**config.mk**
```make
export PLATFORM = sky130hd
export DESIGN_NAME = page_prot_abort
export DESIGN_NICKNAME = d
export VERILOG_FILES = /design/src/rtl/ppa_pkg.sv /design/src/rtl/ppa_perm_table.sv /design/src/rtl/ppa_verdict_hold.sv /design/src/rtl/ppa_perm_check.sv /design/src/rtl/page_prot_abort.sv
export SDC_FILE = /design/constraint.sdc
export NUM_CORES = 1
export LEC_CHECK = 0
export CORE_MARGIN = 3
export CORE_UTILIZATION = 42
export CTS_CLUSTER_DIAMETER = 40
export DETAILED_ROUTE_END_ITERATION = 12
export PLACE_DENSITY = 0.71
export SLEW_MARGIN = 20
export SYNTH_ARGS = -nofsm -noshare
export SYNTH_HDL_FRONTEND = slang
export SYNTH_SLANG_ARGS = --single-unit
```
**constraint.sdc**
```tcl
create_clock -name clk_i -period 1.7 [get_ports clk_i]
set_input_delay 0.17 -clock clk_i [delete_from_list [all_inputs] [get_ports clk_i]]
set_output_delay 0.17 -clock clk_i [all_outputs]
set_load 0.02 [all_outputs]
```
**src/rtl/ppa_pkg.sv**
```systemverilog
package ppa_pkg;

  typedef enum logic [1:0] {
    CYC_NSEQ  = 2'b00,
    CYC_SEQ   = 2'b01,
    CYC_IDLE  = 2'b10,
    CYC_COPRO = 2'b11
  } cyc_e;

  typedef struct packed {
    logic valid;
    logic wr_ok;
    logic usr_ok;
  } perm_t;

  localparam int unsigned PERM_W = $bits(perm_t);

  function automatic logic is_access(input logic [1:0] cyc);
    return (cyc == CYC_NSEQ) || (cyc == CYC_SEQ);
  endfunction

endpackage

```
**src/rtl/ppa_perm_table.sv**
```systemverilog
module ppa_perm_table
  import ppa_pkg::*;
#(
  parameter int unsigned PAGE_W = 4
) (
  input  logic              clk_i,
  input  logic              rst_ni,
  input  logic              wr_en_i,
  input  logic [PAGE_W-1:0] wr_idx_i,
  input  perm_t             wr_perm_i,
  input  logic [PAGE_W-1:0] rd_idx_i,
  output perm_t             rd_perm_o
);

  localparam int unsigned PAGES = 1 << PAGE_W;

  perm_t rows [PAGES];

  for (genvar g = 0; g < PAGES; g++) begin : g_row
    always_ff @(posedge clk_i or negedge rst_ni) begin
      if (!rst_ni) begin
        rows[g] <= '0;
      end else if (wr_en_i && (wr_idx_i == PAGE_W'(g))) begin
        rows[g] <= wr_perm_i;
      end
    end
  end

  assign rd_perm_o = rows[rd_idx_i];

  assert_cfg_store_R2: assert property (@(posedge clk_i) disable iff (!rst_ni)
    wr_en_i |=> rows[$past(wr_idx_i)] == $past(wr_perm_i));

endmodule

```
**src/rtl/ppa_verdict_hold.sv**
```systemverilog
module ppa_verdict_hold
  import ppa_pkg::*;
#(
  parameter int unsigned PAGE_W = 4
) (
  input  logic              clk_i,
  input  logic              rst_ni,
  input  logic [1:0]        cyc_i,
  input  logic [PAGE_W-1:0] page_i,
  input  perm_t             tbl_perm_i,
  output perm_t             use_perm_o,
  output logic              lookup_o
);

  perm_t             hold_perm_q;
  logic [PAGE_W-1:0] hold_page_q;
  logic              hold_vld_q;
  logic              seq_miss;

  // sequential cycles only skip the table when the latched page still applies
  assign seq_miss = !hold_vld_q || (page_i != hold_page_q);
  assign lookup_o = (cyc_i == CYC_NSEQ) || ((cyc_i == CYC_SEQ) && seq_miss);
  assign use_perm_o = lookup_o ? tbl_perm_i : hold_perm_q;

  always_ff @(posedge clk_i or negedge rst_ni) begin
    if (!rst_ni) begin
      hold_perm_q <= '0;
      hold_page_q <= '0;
      hold_vld_q  <= 1'b0;
    end else if (lookup_o) begin
      hold_perm_q <= tbl_perm_i;
      hold_page_q <= page_i;
      hold_vld_q  <= 1'b1;
    end
  end

  assert_seq_reuse_R8: assert property (@(posedge clk_i) disable iff (!rst_ni)
    $past(lookup_o) && (cyc_i == CYC_SEQ) && (page_i == $past(page_i))
    |-> use_perm_o == $past(tbl_perm_i));

  assert_nseq_fresh_R7: assert property (@(posedge clk_i) disable iff (!rst_ni)
    (cyc_i == CYC_NSEQ) |-> use_perm_o == tbl_perm_i);

  assert_idle_no_lookup_R6: assert property (@(posedge clk_i) disable iff (!rst_ni)
    !is_access(cyc_i) |-> !lookup_o);

endmodule

```
**src/rtl/ppa_perm_check.sv**
```systemverilog
module ppa_perm_check
  import ppa_pkg::*;
(
  input  logic  access_i,
  input  logic  write_i,
  input  logic  priv_i,
  input  perm_t perm_i,
  output logic  abort_o,
  output logic  mem_en_o
);

  logic deny;

  assign deny     = !perm_i.valid
                 || (write_i && !perm_i.wr_ok)
                 || (!priv_i && !perm_i.usr_ok);
  assign abort_o  = access_i && deny;
  assign mem_en_o = access_i && !deny;

endmodule

```
**src/rtl/page_prot_abort.sv**
```systemverilog
module page_prot_abort
  import ppa_pkg::*;
#(
  parameter int unsigned ADDR_W = 16,
  parameter int unsigned PAGE_W = 4
) (
  input  logic              clk_i,
  input  logic              rst_ni,
  input  logic [ADDR_W-1:0] addr_i,
  input  logic              write_i,
  input  logic              priv_i,
  input  logic [1:0]        cyc_i,
  input  logic              cfg_we_i,
  input  logic [PAGE_W-1:0] cfg_idx_i,
  input  logic [2:0]        cfg_data_i,
  output logic              abort_o,
  output logic              mem_en_o
);

  logic [PAGE_W-1:0] page;
  perm_t             tbl_perm;
  perm_t             use_perm;
  perm_t             cfg_perm;
  logic              lookup;
  logic              access;

  assign page     = addr_i[ADDR_W-1 -: PAGE_W];
  assign access   = is_access(cyc_i);
  assign cfg_perm = perm_t'(cfg_data_i);

  ppa_perm_table #(.PAGE_W(PAGE_W)) u_table (
    .clk_i     (clk_i),
    .rst_ni    (rst_ni),
    .wr_en_i   (cfg_we_i),
    .wr_idx_i  (cfg_idx_i),
    .wr_perm_i (cfg_perm),
    .rd_idx_i  (page),
    .rd_perm_o (tbl_perm)
  );

  ppa_verdict_hold #(.PAGE_W(PAGE_W)) u_hold (
    .clk_i      (clk_i),
    .rst_ni     (rst_ni),
    .cyc_i      (cyc_i),
    .page_i     (page),
    .tbl_perm_i (tbl_perm),
    .use_perm_o (use_perm),
    .lookup_o   (lookup)
  );

  ppa_perm_check u_check (
    .access_i (access),
    .write_i  (write_i),
    .priv_i   (priv_i),
    .perm_i   (use_perm),
    .abort_o  (abort_o),
    .mem_en_o (mem_en_o)
  );

  assert_idle_quiet_R6: assert property (@(posedge clk_i) disable iff (!rst_ni)
    !access |-> !abort_o && !mem_en_o);

  assert_grant_excl_R10: assert property (@(posedge clk_i) disable iff (!rst_ni)
    !(abort_o && mem_en_o));

  assert_grant_valid_R3: assert property (@(posedge clk_i) disable iff (!rst_ni)
    mem_en_o |-> use_perm.valid);

  assert_write_guard_R4: assert property (@(posedge clk_i) disable iff (!rst_ni)
    mem_en_o && write_i |-> use_perm.wr_ok);

  assert_user_guard_R5: assert property (@(posedge clk_i) disable iff (!rst_ni)
    mem_en_o && !priv_i |-> use_perm.usr_ok);

  assert_seq_cross_R9: assert property (@(posedge clk_i) disable iff (!rst_ni)
    (cyc_i == CYC_SEQ) && $past(access) && (page != $past(page)) |-> lookup);

endmodule

```
==> reports/metrics.cfg <==
[synth]
yosysWarningCount = 0
synth_cell_types = 28
yosysSeqAreaShare = 0.506
syn_nets = 223
ys_seq_elements = 56
synth_area_per_cell_sq_um = 14.3
synthCells = 193
synth.cell_area_sq_mm = 0.00277

[clocking]
cts_tree = built
clkSinkCount = 56
h-tree-depth = 2
cts_buffers = 5
clk_path_buf_depth = 2
clkLatencyLatePin_ps = 310
root_buffer = clkbuf_8
clk_pin_slew_worst_paths_ps = 110

[place]
portBuffers = 19
gp_congestion = 0.774
hpwl_mm = 3.95
dpl.cell_count = 299
dp_slack_ps = -1150

[worst_setup_path]
critPathMaxFanout = 2
startpoint_type = flip-flop
critical_path_arrival_ps = 2040
critPathKind = reg2out
setup.worst_path.end_class = primary output
reg2reg_depth = 6
critPathRequiredTime_ps = 1530

[global_route]
grt_pass1_vias = 1756
grt_first_pass_wirelength_mm = 9.36
grt_usage = 0.164
grt-ovfl-total = 0
grt_max_degree = 37
antenna_found_initial = 0

[sta]
rsz0062_at_grt = yes
max_freq_ghz = 0.453
period_share = 1.30
finalSetupTns_ps = -913
setup_viol = 2
skew_ps = 6.69
drv_slew = 0
min_period_ps = 2210
fin_ws_ps = -505
tightest_slew_ps = 566
maxSlewHeadroom = 0.622
hold_violations = 0

[finish]
final_nets = 265
drive_gt1_frac = 0.470
area_delta_synth_final_pct = 21.5
fin_cells = 311
antenna_cells = 0

[flow_run]
cap_violations = 0

[status]
violations = negative setup slack
outcome = complete, but fails checks

[worst_hold_path]
min_path_type = in2async

[route]
avgRoutedWirePerCell_microns = 18.4
antenna_left = 0
via_count = 1700
wirelength_mm = 5.74
firstDrtPassIters = 4
routed_via_density = 5.47
drc_errors = 0
drtIter0Drc = 91

[floorplanning]
die-area_sq_mm = 0.00760
start_util = 0.449
num_rows = 28
ioPinCount = 32
floorplan.die.width_microns = 87.2
coreArea_sq_mm = 0.00617
die_h_microns = 87.2

[power_and_ir_drop]
fin_total_pwr_mw = 3.41
power_leakage_nw = 1.46
powerDensity_mw_per_mm2 = 1010
ir_drop_mv = 0.481

[layout by cell type, fill, tap and decap left out, drive strengths merged, types with 2 or more instances in the layout]
cell type / count
a22oi: 2
buf: 26
clkbuf: 6
clkdlybuf4s50: 13
dfrtp: 56
inv: 5
mux2: 52
mux2i: 5
mux4: 12
nand2: 10
nand2b: 6
nand3: 5
nand3b: 2
nor2: 13
nor2b: 3
or3: 2
xnor2: 2
xor2: 2
[metrics by stage]
step / area [sq um] / hold WS, ps / util
after floorplan: 2780 / -126 / -
after detailed placement: 3190 / 168 / 0.517
final: 3360 / 343 / 0.546
after global routing: 3360 / 403 / 0.546
after CTS: 3350 / 356 / 0.543
after global placement: 3190 / 161 / 0.517
[logic make-up after synthesis]
family,synth area share
DFF,0.506
muxes,0.343
xor gates and xnor gates,0.0127
buffers and inverters,0.0267
AOI/OAI and AO/OA,0.0303
and+or+nand+nor,0.0809
[area by class of cell]
type / instances / area, sq um
well taps: 75 / 93.8
clock buffers: 6 / 82.6
multi-input cells: 125 / 1320
fillers: 515 / 2800
flip-flops and latches: 56 / 1400
clock inverters: 2 / 17.5
repair buffers: 44 / 440
inverters: 3 / 11.3
[what timing repair did]
| item | 4_1_cts | 5_1_grt |
|---|---|---|
| hold buffers | 1 | 0 |
| buffers inserted | 1 | 0 |
| gates resized for setup | 21 | 10 |
| setup endpoints to repair | 5 | 4 |
| endpoints found under the hold margin | 20 | 0 |
| cloned | 2 | 0 |
| pin swaps | 2 | 4 |
[report_power, final]
| part | internal, mW | total (mW) | switching [mW] | leakage (nW) |
|---|---|---|---|---|
| combinational | 0.511 | 0.829 | 0.318 | 0.723 |
| clock | 0.342 | 0.792 | 0.449 | 0.0522 |
| sequential | 1.62 | 1.79 | 0.162 | 0.682 |
[synth_stat cells (all sizes together)]
| cell type | number | area share |
|---|---|---|
| dfrtp | 56 | 0.51 |
| mux2 | 52 | 0.21 |
| nor2 | 13 | 0.018 |
| mux4 | 12 | 0.11 |
| nand2 | 10 | 0.014 |
| buf | 6 | 0.019 |
| nand2b | 6 | 0.014 |
| mux2i | 5 | 0.018 |
| nand3 | 5 | 0.0090 |
| clkbuf | 3 | 0.0041 |
| inv | 3 | 0.0041 |
| nor2b | 3 | 0.0068 |
| a22oi | 2 | 0.0054 |
| nand3b | 2 | 0.0054 |
| or3 | 2 | 0.0045 |
| xnor2 | 2 | 0.0063 |
| xor2 | 2 | 0.0063 |
| a2111oi | 1 | 0.0054 |
| a21oi | 1 | 0.0018 |
| a221o | 1 | 0.0041 |
| a31o | 1 | 0.0032 |
| a31oi | 1 | 0.0077 |
| and3 | 1 | 0.0041 |
| nor3 | 1 | 0.0036 |
| nor3b | 1 | 0.0027 |
| o21a | 1 | 0.0027 |
[per-layer routing]
metal | wire [microns] | global-route usage
met5 | 0 | 0
met4 | 71 | 0.0460
met3 | 175 | 0.0274
met2 | 2770 | 0.255
met1 | 2720 | 0.239
[worst paths after layout]
kind / start / endpoint / slack (ps)
worst max-delay path: u_table.rows[30]$_DFFE_PN0P_ / mem_en_o / -510
worst min-delay path: rst_ni / u_table.rows[44]$_DFFE_PN0P_ / 340
worst max register to register: u_table.rows[30]$_DFFE_PN0P_ / u_hold.hold_perm_q[0]$_DFF_PN0_ / 60
worst min register to register: u_hold.hold_perm_q[2]$_DFF_PN0_ / u_hold.hold_perm_q[2]$_DFF_PN0_ / 480
max in group asynchronous: rst_ni / u_table.rows[2]$_DFFE_PN0P_ / 790
min in group clk_i: u_hold.hold_perm_q[2]$_DFF_PN0_ / u_hold.hold_perm_q[2]$_DFF_PN0_ / 480
[state kept, by name, indices dropped and copies added (netlist names)]
register	cells
u_hold.hold_page_q	4
u_hold.hold_perm_q	3
u_table.rows	48
u_hold.hold_vld_q	1
[critical path, cell delays in order, from the launching register on]
cell and delay [ps]:
dfrtp_1 390, mux4_2 490, a22oi_2 190, nand3_2 90, mux2i_2 180, buf_4 170, a2111oi_4 60, buf_4 160
Power figures use the tool's default switching activity.
